### src/rtl/sysctl_pkg.sv
package sysctl_pkg;

   typedef enum logic [3:0] {
      SEL_NONE,
      SEL_P92,
      SEL_CPUCFG,
      SEL_FEAT,
      SEL_STAT,
      SEL_LED,
      SEL_EQUIP,
      SEL_XFEAT_LOCK1,
      SEL_LOCK2,
      SEL_L2INV,
      SEL_KEYLK,
      SEL_SCTL,
      SEL_L2PRES,
      SEL_MAP,
      SEL_OTHER
   } sel_e;

   // window offsets; software depends on these positions
   localparam int OFS_CPUCFG = 'h00;
   localparam int OFS_FEAT   = 'h02;
   localparam int OFS_STAT   = 'h03;
   localparam int OFS_LED    = 'h08;
   localparam int OFS_EQUIP  = 'h0C;
   localparam int OFS_XFEAT  = 'h10;
   localparam int OFS_LOCK2  = 'h12;
   localparam int OFS_L2INV  = 'h14;
   localparam int OFS_KEYLK  = 'h18;
   localparam int OFS_SCTL   = 'h1C;
   localparam int OFS_L2PRES = 'h23;
   localparam int OFS_MAP    = 'h50;

   // board identity bytes
   localparam logic [7:0] ID_CPUCFG = 8'hEF;
   localparam logic [7:0] ID_FEAT   = 8'hAD;
   localparam logic [7:0] ID_STAT   = 8'hE0;
   localparam logic [7:0] ID_EQUIP  = 8'h3C;
   localparam logic [7:0] ID_XFEAT  = 8'h39;
   localparam logic [7:0] ID_KEYLK  = 8'h00;
   localparam logic [7:0] ID_L2PRES = 8'h03;
   localparam logic [7:0] RD_EMPTY  = 8'hFF;

endpackage

### src/rtl/sysctl_decode.sv
module sysctl_decode
   import sysctl_pkg::*;
#(
   parameter int ADDR_W       = 16,
   parameter int SPECIAL_PORT = 'h0092,
   parameter int WIN_BASE     = 'h0800,
   parameter int WIN_SIZE     = 'h52
) (
   input  logic [ADDR_W-1:0] addr,
   output sel_e              sel
);

   localparam logic [ADDR_W-1:0] BASE_A = ADDR_W'(WIN_BASE);
   localparam logic [ADDR_W-1:0] SIZE_A = ADDR_W'(WIN_SIZE);
   localparam logic [ADDR_W-1:0] SPEC_A = ADDR_W'(SPECIAL_PORT);

   if (WIN_SIZE <= OFS_MAP) begin : g_bad_win
      $error("WIN_SIZE must cover the map mode register");
   end
   if (WIN_BASE + WIN_SIZE > (1 << ADDR_W)) begin : g_bad_span
      $error("window does not fit the address width");
   end

   logic [ADDR_W-1:0] ofs;
   logic              in_win;

   assign ofs    = addr - BASE_A;
   assign in_win = (addr >= BASE_A) && (ofs < SIZE_A);

   always_comb begin
      sel = SEL_NONE;
      if (addr == SPEC_A) begin
         sel = SEL_P92;
      end else if (in_win) begin
         case (ofs)
            ADDR_W'(OFS_CPUCFG): sel = SEL_CPUCFG;
            ADDR_W'(OFS_FEAT):   sel = SEL_FEAT;
            ADDR_W'(OFS_STAT):   sel = SEL_STAT;
            ADDR_W'(OFS_LED):    sel = SEL_LED;
            ADDR_W'(OFS_EQUIP):  sel = SEL_EQUIP;
            ADDR_W'(OFS_XFEAT):  sel = SEL_XFEAT_LOCK1;
            ADDR_W'(OFS_LOCK2):  sel = SEL_LOCK2;
            ADDR_W'(OFS_L2INV):  sel = SEL_L2INV;
            ADDR_W'(OFS_KEYLK):  sel = SEL_KEYLK;
            ADDR_W'(OFS_SCTL):   sel = SEL_SCTL;
            ADDR_W'(OFS_L2PRES): sel = SEL_L2PRES;
            ADDR_W'(OFS_MAP):    sel = SEL_MAP;
            default:             sel = SEL_OTHER;
         endcase
      end
   end

endmodule

### src/rtl/sysctl_ctrl_regs.sv
module sysctl_ctrl_regs
   import sysctl_pkg::*;
#(
   parameter int DATA_W     = 8,
   parameter int SCTL_W     = 4,
   parameter bit STROBE_REG = 1'b1
) (
   input  logic              clk,
   input  logic              rst_n,
   input  logic              wr,
   input  sel_e              sel,
   input  logic [DATA_W-1:0] wdata,
   output logic              soft_reset,
   output logic              little_endian,
   output logic              disk_led,
   output logic [SCTL_W-1:0] sys_ctrl,
   output logic              contig_map,
   output logic              nv_lock1,
   output logic              nv_lock2,
   output logic              wr_err
);

   logic unused_wdata;
   assign unused_wdata = ^wdata;

   always_ff @(posedge clk or negedge rst_n) begin
      if (!rst_n) begin
         soft_reset    <= 1'b0;
         little_endian <= 1'b0;
         disk_led      <= 1'b0;
         sys_ctrl      <= '0;
         contig_map    <= 1'b0;
         wr_err        <= 1'b0;
      end else if (wr) begin
         case (sel)
            SEL_P92: begin
               soft_reset    <= wdata[0];
               little_endian <= wdata[1];
            end
            SEL_LED:  disk_led   <= wdata[0];
            SEL_SCTL: sys_ctrl   <= wdata[SCTL_W-1:0];
            SEL_MAP:  contig_map <= wdata[0];
            SEL_EQUIP, SEL_KEYLK, SEL_L2PRES, SEL_OTHER: wr_err <= 1'b1;
            default: ;
         endcase
      end
   end

   logic hit1, hit2;
   assign hit1 = wr && (sel == SEL_XFEAT_LOCK1);
   assign hit2 = wr && (sel == SEL_LOCK2);

   if (STROBE_REG) begin : g_strobe_reg
      always_ff @(posedge clk or negedge rst_n) begin
         if (!rst_n) begin
            nv_lock1 <= 1'b0;
            nv_lock2 <= 1'b0;
         end else begin
            nv_lock1 <= hit1;
            nv_lock2 <= hit2;
         end
      end
   end else begin : g_strobe_comb
      assign nv_lock1 = hit1;
      assign nv_lock2 = hit2;
   end

endmodule

### src/rtl/sysctl_rdmux.sv
module sysctl_rdmux
   import sysctl_pkg::*;
#(
   parameter int DATA_W = 8,
   parameter int SCTL_W = 4
) (
   input  logic              rd,
   input  sel_e              sel,
   input  logic              little_endian,
   input  logic [SCTL_W-1:0] sys_ctrl,
   input  logic              contig_map,
   output logic [DATA_W-1:0] rdata
);

   logic [DATA_W-1:0] val;

   always_comb begin
      val = '0;
      case (sel)
         SEL_P92:         val[1] = little_endian;
         SEL_CPUCFG:      val = DATA_W'(ID_CPUCFG);
         SEL_FEAT:        val = DATA_W'(ID_FEAT);
         SEL_STAT:        val = DATA_W'(ID_STAT);
         SEL_EQUIP:       val = DATA_W'(ID_EQUIP);
         SEL_XFEAT_LOCK1: val = DATA_W'(ID_XFEAT);
         SEL_KEYLK:       val = DATA_W'(ID_KEYLK);
         SEL_L2PRES:      val = DATA_W'(ID_L2PRES);
         SEL_SCTL:        val = DATA_W'(sys_ctrl);
         SEL_MAP:         val[0] = contig_map;
         SEL_NONE:        val = '0;
         default:         val = DATA_W'(RD_EMPTY);
      endcase
   end

   assign rdata = rd ? val : '0;

endmodule

### src/rtl/sysctl_regfile.sv
module sysctl_regfile
   import sysctl_pkg::*;
#(
   parameter int ADDR_W       = 16,
   parameter int DATA_W       = 8,
   parameter int SCTL_W       = 4,
   parameter int SPECIAL_PORT = 'h0092,
   parameter int WIN_BASE     = 'h0800,
   parameter int WIN_SIZE     = 'h52,
   parameter bit STROBE_REG   = 1'b1
) (
   input  logic              clk,
   input  logic              rst_n,
   input  logic [ADDR_W-1:0] bus_addr,
   input  logic [DATA_W-1:0] bus_wdata,
   input  logic              bus_rd,
   input  logic              bus_wr,
   output logic [DATA_W-1:0] bus_rdata,
   output logic              soft_reset,
   output logic              little_endian,
   output logic              disk_led,
   output logic [SCTL_W-1:0] sys_ctrl,
   output logic              contig_map,
   output logic              nv_lock1,
   output logic              nv_lock2,
   output logic              wr_err
);

   if (DATA_W != 8) begin : g_bad_dw
      $error("DATA_W must be 8 for this port set");
   end
   if (SCTL_W < 1 || SCTL_W > DATA_W) begin : g_bad_sctl
      $error("SCTL_W out of range");
   end

   sel_e sel;

   sysctl_decode #(
      .ADDR_W(ADDR_W), .SPECIAL_PORT(SPECIAL_PORT),
      .WIN_BASE(WIN_BASE), .WIN_SIZE(WIN_SIZE)
   ) u_dec (
      .addr(bus_addr),
      .sel (sel)
   );

   sysctl_ctrl_regs #(
      .DATA_W(DATA_W), .SCTL_W(SCTL_W), .STROBE_REG(STROBE_REG)
   ) u_regs (
      .clk          (clk),
      .rst_n        (rst_n),
      .wr           (bus_wr),
      .sel          (sel),
      .wdata        (bus_wdata),
      .soft_reset   (soft_reset),
      .little_endian(little_endian),
      .disk_led     (disk_led),
      .sys_ctrl     (sys_ctrl),
      .contig_map   (contig_map),
      .nv_lock1     (nv_lock1),
      .nv_lock2     (nv_lock2),
      .wr_err       (wr_err)
   );

   sysctl_rdmux #(
      .DATA_W(DATA_W), .SCTL_W(SCTL_W)
   ) u_rd (
      .rd           (bus_rd),
      .sel          (sel),
      .little_endian(little_endian),
      .sys_ctrl     (sys_ctrl),
      .contig_map   (contig_map),
      .rdata        (bus_rdata)
   );

endmodule

### config.mk
export PLATFORM = sky130hd
export DESIGN_NAME = sysctl_regfile
export DESIGN_NICKNAME = d
export VERILOG_FILES = /design/src/rtl/sysctl_pkg.sv /design/src/rtl/sysctl_decode.sv /design/src/rtl/sysctl_ctrl_regs.sv /design/src/rtl/sysctl_rdmux.sv /design/src/rtl/sysctl_regfile.sv
export SDC_FILE = /design/constraint.sdc
export NUM_CORES = 1
export LEC_CHECK = 0
export CORE_MARGIN = 8
export CORE_UTILIZATION = 28
export CTS_CLUSTER_DIAMETER = 50
export CTS_CLUSTER_SIZE = 14
export DETAILED_ROUTE_END_ITERATION = 6
export GPL_TIMING_DRIVEN = 0
export PLACE_DENSITY = 0.54
export RECOVER_POWER = 50
export SYNTH_ARGS = -nofsm -noshare
export SYNTH_HDL_FRONTEND = slang
export SYNTH_SLANG_ARGS = --single-unit
### constraint.sdc
create_clock -name clk -period 2.95 [get_ports clk]
set_clock_uncertainty 0.05 [all_clocks]
set_input_delay 0.4425 -clock clk [delete_from_list [all_inputs] [get_ports clk]]
set_output_delay 0.4425 -clock clk [all_outputs]
set_load 0.02 [all_outputs]
==> results of run 1 <==
-- kinds of logic after synthesis --
kind of cell | Yosys count | synth area share
compound gates | 49 | 0.305
xor+xnor | 3 | 0.0212
fa+ha+maj | 1 | 0.0101
buf+inv | 14 | 0.0495
flops | 11 | 0.222
mux | 10 | 0.0900
simple gates | 60 | 0.301
-- worst max-delay path, cell delays in order --
cell and delay (ns):
buf_6 0.09, or4_4 0.52, or4_4 0.55, a2111o_1 0.37
buf_6 0.15, a211o_2 0.33, a2bb2oi_2 0.14, o32ai_2 0.10
buf_4 0.17
-- metal layers --
| metal | vias up | global-route usage | part of all wire |
|---|---|---|---|
| li1 | 715 | - | - |
| met1 | 718 | 0.165 | 0.41 |
| met2 | 38 | 0.251 | 0.51 |
| met3 | 7 | 0.0303 | 0.060 |
| met4 | 0 | 0.0456 | 0.015 |
| met5 | - | 0 | 0 |
-- flip-flops by register name, summed over array words and instances (netlist names) --
name and cells:
u_regs.nv_lock1 1, u_regs.sys_ctrl 4, u_regs.wr_err 1, u_regs.nv_lock2 1, u_regs.little_endian 1, u_regs.contig_map 1
u_regs.soft_reset 1, u_regs.disk_led 1
-- stage by stage --
step                area [µm²]  power, W
floorplan                 1340  0.000195
global placement          1820  0.000242
detailed placement        1820  0.000245
CTS                       2180  0.000418
global route              2260  0.000439
finish                    2260  0.000417
-- cells in the mapped netlist, types with 3 or more instances --
cell type and count:
a21oi_1 5, a31oi_1 4, clkbuf_1 6, dfrtp_1 11, inv_1 6, mux2_2 8
nand2_1 14, nand3b_1 3, nor2_1 6, nor3_1 6, nor3b_1 4, nor4b_1 5
o211ai_1 4, o21ai_0 8, o22ai_1 3
-- how the worst min path moves through the flow --
stage / to / cells past startpoint / from
floorplan: u_regs.contig_map / 0 / rst_n
global placement: u_regs.wr_err / 1 / u_regs.wr_err
detailed placement: u_regs.wr_err / 1 / u_regs.wr_err
CTS: u_regs.wr_err / 1 / u_regs.wr_err
global route: u_regs.wr_err / 1 / u_regs.wr_err
finish: u_regs.wr_err / 1 / u_regs.wr_err
-- cell type report --
cell class	instances	area, µm²
tap	52	65.1
buffer	7	72.6
clock buffer	3	41.3
sequential	11	275
clock inverter	1	5.00
fill	405	2030
inverter	6	22.5
timing repair buffer	62	581
multi-input combinational	123	1200
-- power groups by stage --
stage	clock network, W	logic, W	registers (W)
global route	0.000162	0.000125	0.000152
global placement	0	0.0000879	0.000155
CTS	0.000154	0.000112	0.000152
floorplan	0	0.0000396	0.000155
finish	0.000149	0.000116	0.000152
detailed placement	0	0.0000904	0.000155
-- timing repair --
item / CTS / global route
pin swaps: 17 / 8
buffers inserted: 18 / 2
resized for setup: 133 / 19
endpoints found under the setup margin: 16 / 13
==> summary.md, run 1 <==
| Metric | Value |
|---|---|
| Reg-to-Reg End | u_regs.sys_ctrl[3] |
| Starting Density | 0.288 |
| Non-filler cells, final | roughly 270 |
| CTS tree | done |
| Overflow after GRT | 0 |
| Fin Setup TNS | -2.40 ns |
| DR pass1 iterations | 4 |
| Pre-CTS setup slack | -1.69 ns |
| Vias in the first global route | approximately 1.6k |
| Largest net degree at the start of global routing | 12 |
| GR Util All Layers | 0.142 |
| CTS root buffer | clkbuf_8 |
| Slew headroom | 0.610 |
| Final WL | 4620 µm |
| Placed Cells | 242 |
| Maximum vdd drop | approximately 230 µV |
| Max Cap Viol | 0 |
| Yosys warnings | 0 |
| Outcome | finished, violations left |
| Worst-case reg-to-reg path depth | 1 |
| Mapped Area | about 0.0012 mm² |
| FFs w/ async S/R, synth | 1.00 |
| Number of CTS-inserted buffers | 3 |
| Initial antenna violation count | 0 |
| Dominant synthesized flop cell | dfrtp_1 |
| Post-synth EDFFs | 0 |
| Final period util | 1.14 |
| Share of cells above drive strength 1 | 0.474 |
| Setup Crit Path Kind | in2out |
| Nets@finish | between 200 and 250 |
| Initial DRC count | 46 |
| Number of distinct library cells after synthesis | 60 |
| Arrival time worst endpoint | between 2 and 3 ns |
| Worst-Margin Slew | around 0.58 ns |
| Mapped Cells | around 150 |
| Cell taking the most area after synthesis | dfrtp_1 |
| Post-synthesis sequential area ratio | 0.222 |
| I/O Pins | 47 |
| Clock sinks | 11 |
| Yosys top cell area share | 0.222 |
| Clock latency at the later pin of the worst-skew pair | 0.24 ns |
| Die W | roughly 82 µm |
| Leakage | around 0.89 nW |
| Chip height | around 82 µm |
| Critical Path RT | about 2.5 ns |
| R2R Setup Slk | between 2 and 2.5 ns |
| Crit path to | bus_rdata[1] |
| Remaining antenna violation count | 0 |
| Routed vias/inst | roughly 5.6 |
| Sequential power share | 0.365 |
| Final Hold Slack | roughly 0.42 ns |
| Register bit total from synthesis | 11 |
| P_int | 0.000303 W |
| Worst flop-to-flop path startpoint | u_regs.sys_ctrl[3] |
| NetSw | 0.000114 W |
| Commonest non-fill, non-tap cell in the layout | buf_4 |
| Fin. Hold Viols | 0 |
| Min Tclk post-route | approximately 3.4 ns |
| Syn-to-layout area delta | 82.6% |
| Residual DRC count | 0 |
| Via count | around 1.5k |
| Max frequency | between 200 and 300 MHz |
| H-Tree Depth | 1 |
| First-pass GRT wire length | just under 8000 µm |
| Clock slew at reported path FFs | 0.05 ns |
| ANT cells | 0 |
| RSZ-0062 raised after global routing | yes |
| Pwr dens | 184 mW/mm² |
| Cts hold-fix bufs | 0 |
| Die area | approximately 0.0068 mm² |
| Setup crit end kind | primary output |
| Total core area | 0.00429 mm² |
| Post-Syn Nets | between 150 and 200 |
| Worst hold path class | reg2reg |
| Cell Rows | 24 |
| Wire per inst | between 15 and 20 µm |
| CP startpoint kind | input port |
| Worst Path Max Fanout | 5 |
| Util after Layout | 0.526 |
| Post-DP HPWL | approximately 3400 µm |
| Final WS setup | -0.415 ns |
| Ranking of synthesized cells by area | dfrtp_1, mux2_2, nand2_1, nor4b_1, o21ai_0 |
| Setup crit start | bus_addr[10] |
| Most frequent cells in the layout | buf_4, clkdlybuf4s50_1, buf_6, nand2_1, dfrtp_1 |
| IO Port Bufs | 42 |
| GPL Wtd Cong | approximately 0.84 |
| Clk buf depth | 2 |
| Final setup vio count | 8 |
| Synth Area per Inst | around 8.4 µm² |
| Combinational power share | 0.278 |
| Clk network pwr share | 0.357 |
| Count of pins over their slew limit | 0 |
| Violated checks | negative setup slack |
| Sw frac | 0.274 |
Power figures use the tool's default switching activity.
==> inputs of run 2 (changes only) <==
--- a/config.mk
+++ b/config.mk
@@ -11,8 +11,10 @@
 export CTS_CLUSTER_SIZE = 14
 export DETAILED_ROUTE_END_ITERATION = 6
 export GPL_TIMING_DRIVEN = 0
+export MAX_ROUTING_LAYER = met4
 export PLACE_DENSITY = 0.54
 export RECOVER_POWER = 50
+export SETUP_SLACK_MARGIN = 0.3
 export SYNTH_ARGS = -nofsm -noshare
 export SYNTH_HDL_FRONTEND = slang
 export SYNTH_SLANG_ARGS = --single-unit
==> summary.md, run 2 (synthesis results as in run 1) <==
| Metric | Value |
|---|---|
| Clk network pwr share | 0.357 |
| Design Area, Final | approximately 0.0023 mm² |
| Pwr dens | between 150 and 200 mW/mm² |
| Final WS setup | -0.482 ns |
| Clock sinks | 11 |
| Combinational power share | 0.270 |
| Final WL | 4500 µm |
| Cts hold-fix bufs | 0 |
| H-Tree Depth | 1 |
| Leakage | 0.894 nW |
| Remaining antenna violation count | 0 |
| Register with the most flip-flops | u_regs.sys_ctrl |
| Syn-to-layout area delta | 84.3% |
| Commonest non-fill, non-tap cell in the layout | buf_4 |
| Fillers | about 410 |
| Placed instance area | about 0.0018 mm² |
| GPL Wtd Cong | around 0.85 |
| IO Port Bufs | 42 |
| RSZ-0062 raised after global routing | yes |
| Routed vias/inst | approximately 5.4 |
| Setup crit end kind | primary output |
| Via count | 1449 |
| Post-DP HPWL | 3390 µm |
| Share of cells above drive strength 1 | 0.479 |
| GR Util All Layers | 0.140 |
| Die W | 82.5 µm |
| Chip height | just over 80 µm |
| Total core area | ~0.0043 mm² |
| Initial antenna violation count | 0 |
| Final setup vio count | 8 |
| Critical Path RT | between 2 and 2.5 ns |
| Outcome | finished, violations left |
| CTS root buffer | clkbuf_8 |
| Max frequency | 291 MHz |
| Slew headroom | 0.657 |
| Cell Rows | 24 |
| Pre-CTS setup slack | -1.77 ns |
| Sequential power share | 0.373 |
| Clock latency at the later pin of the worst-skew pair | ~0.23 ns |
| Fin. Hold Viols | 0 |
| CTS tree | done |
| I/O Pins | 47 |
| Util after Layout | 0.531 |
| Count of pins over their slew limit | 0 |
| Starting Density | 0.288 |
| Die area | about 0.007 mm² |
| Worst hold path class | reg2reg |
| Nets@finish | roughly 250 |
| Residual DRC count | 0 |
| DR pass1 iterations | 4 |
| Setup Crit Path Kind | in2out |
| Wire per inst | approximately 17 µm |
| Most frequent cells in the layout | buf_4, buf_6, clkdlybuf4s50_1, dfrtp_1, nand2_1 |
| Largest net degree at the start of global routing | 12 |
| Tot Pwr | 0.000408 W |
| Worst-Margin Slew | approximately 0.51 ns |
| Clock slew at reported path FFs | approximately 0.050 ns |
| NetSw | between 0.0001 and 0.00015 W |
| Clk buf depth | 2 |
| Number of CTS-inserted buffers | 3 |
| Arrival time worst endpoint | 2.94 ns |
| Maximum vdd drop | roughly 310 µV |
| Largest register FFs | 4 |
| First-pass GRT wire length | between 7000 and 8000 µm |
| P_int | around 0.0003 W |
| Initial DRC count | between 50 and 60 |
| Overflow after GRT | 0 |
| Vias in the first global route | ~1.6k |
| Sw frac | 0.266 |
| CP startpoint kind | input port |
| Fin Setup TNS | -3.19 ns |
| ANT cells | 0 |
| Violated checks | negative setup slack |
| Final period util | 1.16 |
| Min Tclk post-route | about 3.4 ns |
| Worst Path Max Fanout | 3 |
| Max Cap Viol | 0 |
## run 2: cell types whose count changed in the layout (fill, tap and decap cells not counted), sizes merged
cell / previous run / this run
buf: 36 / 38
clkinv: 1 / 0
clkdlybuf4s50: 13 / 15
clkbuf: 10 / 9
## run 2: critical path, stage by stage
cell and delay, ns:
dlygate4sd2_1 0.24, or4_4 0.42, or4_4 0.50, a2111o_1 0.44
buf_6 0.14, a211o_2 0.33, a2bb2oi_2 0.15, o32ai_2 0.10
buf_4 0.18
## run 2: metrics by stage
| step | std cells | hold slack, ns |
|---|---|---|
| after floorplan | 148 | 0.0969 |
| after global placement | 242 | 0.410 |
| after detailed placement | 242 | 0.395 |
| after CTS | 265 | 0.419 |
| after global routing | 267 | 0.421 |
| final | 267 | 0.410 |
## run 2: cell type report
type / count / area [µm²] / share of cell area
buffer: 8 / 78.8 / 0.0346
clock buffer: 4 / 45.0 / 0.0197
inverter: 6 / 22.5 / 0.00987
multi-input combinational: 123 / 1210 / 0.529
sequential: 11 / 275 / 0.121
tap: 52 / 65.1 / 0.0285
timing repair buffer: 63 / 587 / 0.257
## run 2: repair_timing
item | in CTS | in global routing
gates resized for setup | 121 | 22
setup endpoints to repair | 19 | 17
pin swaps | 21 | 8
setup buffers | 19 | 2
## run 2: layer usage
metal	part of all wire	wire, µm	vias up	GRT usage
met4	0.0038	17	0	0.0263
met3	0.031	141	4	0.0141
met5	0	0	-	-
li1	-	-	711	-
met2	0.52	2330	30	0.251
met1	0.45	2010	704	0.166
## run 2: final timing paths
kind	from	end	slack [ns]	cells past startpoint
min in group asynchronous	rst_n	u_regs.soft_reset	0.55	1
worst min-delay path	u_regs.wr_err	u_regs.wr_err	0.41	1
worst max-delay path	bus_addr[7]	bus_rdata[1]	-0.48	9
max in group asynchronous	rst_n	u_regs.sys_ctrl[0]	1.98	1
worst min register to register	u_regs.wr_err	u_regs.wr_err	0.41	1
worst max register to register	u_regs.sys_ctrl[3]	u_regs.sys_ctrl[3]	2.09	1
## run 2: power by group through the flow
stage	Clock (W)	Sequential, W	Combinational (W)
2_1_floorplan	0	0.000155	0.0000396
3_3_place_gp	0	0.000155	0.0000880
3_5_place_dp	0	0.000155	0.0000902
4_1_cts	0.000148	0.000152	0.000105
5_1_grt	0.000160	0.000152	0.000118
6_report	0.000145	0.000152	0.000110
==> inputs of run 3 (changes only) <==
--- a/config.mk
+++ b/config.mk
@@ -12,7 +12,6 @@
 export DETAILED_ROUTE_END_ITERATION = 6
 export GPL_TIMING_DRIVEN = 0
 export MAX_ROUTING_LAYER = met4
-export PLACE_DENSITY = 0.54
 export RECOVER_POWER = 50
 export SETUP_SLACK_MARGIN = 0.3
 export SYNTH_ARGS = -nofsm -noshare
==> summary.md, run 3 (synthesis results as in run 1) <==
| Metric | Value |
|---|---|
| Outcome | finished, violations left |
| Violated checks | negative setup slack |
| Die W | between 80 and 90 µm |
| Cts hold-fix bufs | 0 |
| Nets@finish | roughly 250 |
| Fin. Hold Viols | 0 |
| Count of pins over their slew limit | 0 |
| Largest net degree at the start of global routing | 12 |
| Max Cap Viol | 0 |
| Wire per inst | 17.7 µm |
| Placed Cells | between 200 and 250 |
| I/O Pins | 47 |
| Most frequent cells in the layout | buf_6, buf_4, clkdlybuf4s50_1, dfrtp_1, nand2_1 |
| Syn-to-layout area delta | 92.6% |
| RSZ-0062 raised after global routing | yes |
| Routed vias/inst | 5.57 |
| Initial DRC count | 50 |
| GPL Wtd Cong | a little under 0.9 |
| Clk buf depth | 2 |
| Design Area, Final | ~0.0024 mm² |
| CP startpoint kind | input port |
| Overflow after GRT | 0 |
| Final period util | 1.18 |
| Initial antenna violation count | 0 |
| Vias in the first global route | 1655 |
| Clock latency at the later pin of the worst-skew pair | about 0.24 ns |
| Chip height | between 80 and 90 µm |
| Placed instance area | 0.00183 mm² |
| Util after Layout | 0.555 |
| Worst hold path class | reg2reg |
| Slew headroom | 0.599 |
| Max frequency | 288 MHz |
| Tot Pwr | roughly 0.00042 W |
| Final WS setup | -0.526 ns |
| First-pass GRT wire length | roughly 7800 µm |
| Starting Density | 0.288 |
| Critical Path RT | 2.46 ns |
| Clock slew at reported path FFs | roughly 0.05 ns |
| GR Util All Layers | 0.147 |
| Pwr dens | about 180 mW/mm² |
| Register with the most flip-flops | u_regs.sys_ctrl |
| Remaining antenna violation count | 0 |
| Total core area | 0.00429 mm² |
| CTS root buffer | clkbuf_8 |
| Fin Setup TNS | -3.13 ns |
| Setup crit end kind | primary output |
| Min Tclk post-route | between 3 and 4 ns |
| Non-filler cells, final | around 270 |
| Worst-Margin Slew | between 0.5 and 0.6 ns |
| Final WL | 4750 µm |
| Cell Rows | 24 |
| Maximum vdd drop | 231 µV |
| Commonest non-fill, non-tap cell in the layout | buf_6 |
| Leakage | a little over 0.9 nW |
| Setup Crit Path Kind | in2out |
| Worst Path Max Fanout | 8 |
| Die area | 0.00680 mm² |
| Clock sinks | 11 |
| Post-DP HPWL | between 3000 and 4000 µm |
| Residual DRC count | 0 |
| ANT cells | 0 |
| H-Tree Depth | 1 |
| DR pass1 iterations | 4 |
| Final setup vio count | 9 |
| Number of CTS-inserted buffers | 3 |
| CTS tree | done |
| IO Port Bufs | 42 |
| Arrival time worst endpoint | between 2 and 3 ns |
| Via count | approximately 1.5k |
| Share of cells above drive strength 1 | 0.502 |
| Largest register FFs | 4 |
-- run 3: changes by cell type in the layout (fill, tap and decap cells not counted), sizes merged --
cell | before | now
dlygate4sd3 | 6 | 4
clkbuf | 9 | 10
dlymetal6s2s | 1 | 0
clkdlybuf4s50 | 15 | 16
buf | 38 | 39
clkdlybuf4s15 | 2 | 4
-- run 3: worst paths after layout --
path                       cells after the start  slack [ns]            endpoint               start
max                                            9       -0.53        bus_rdata[2]         bus_addr[6]
min reg2reg                                    1        0.41       u_regs.wr_err       u_regs.wr_err
max reg2reg                                    1        2.07  u_regs.sys_ctrl[2]  u_regs.sys_ctrl[2]
min in group asynchronous                      1        0.55  u_regs.sys_ctrl[0]               rst_n
max in group asynchronous                      1        1.98     u_regs.nv_lock2               rst_n
min                                            1        0.41       u_regs.wr_err       u_regs.wr_err
-- run 3: per-layer routing --
metal,share of wire,global-route usage,routed length (µm)
met5,0,-,0
met4,0.014,0.0368,67
met3,0.029,0.0184,139
met2,0.53,0.268,2500
met1,0.43,0.165,2040
-- run 3: cell type report --
class | count | area [µm²]
buffer | 8 | 83.8
clock buffer | 4 | 45.0
fill | 393 | 1910
inverter | 6 | 22.5
multi-input combinational | 123 | 1280
sequential | 11 | 275
tap | 52 | 65.1
timing repair buffer | 65 | 608
-- run 3: metrics by stage --
stage,hold slack [ns],worst slack [ns]
after detailed placement,0.410,-1.67
after CTS,0.421,-0.480
after global placement,0.399,-1.67
after global routing,0.466,-0.595
final,0.415,-0.526
after floorplan,0.0969,-0.284
-- run 3: critical path: stages --
cell	delay [ns]
buf_2	0.15
or4_4	0.53
or4_4	0.44
a2111o_1	0.49
a2111oi_4	0.38
buf_6	0.18
a221oi_4	0.07
o22ai_4	0.16
buf_6	0.14
-- run 3: timing repair --
action	in CTS	in global routing
setup endpoints to repair	19	16
pin swaps	21	4
gates resized for setup	146	16
setup buffers	22	1
-- run 3: where the power goes --
part | switching, W | leakage (nW) | internal [W]
logic | 0.0000609 | 0.748 | 0.0000575
registers | 0.000000309 | 0.154 | 0.000152
clock network | 0.0000539 | 0.0228 | 0.0000946
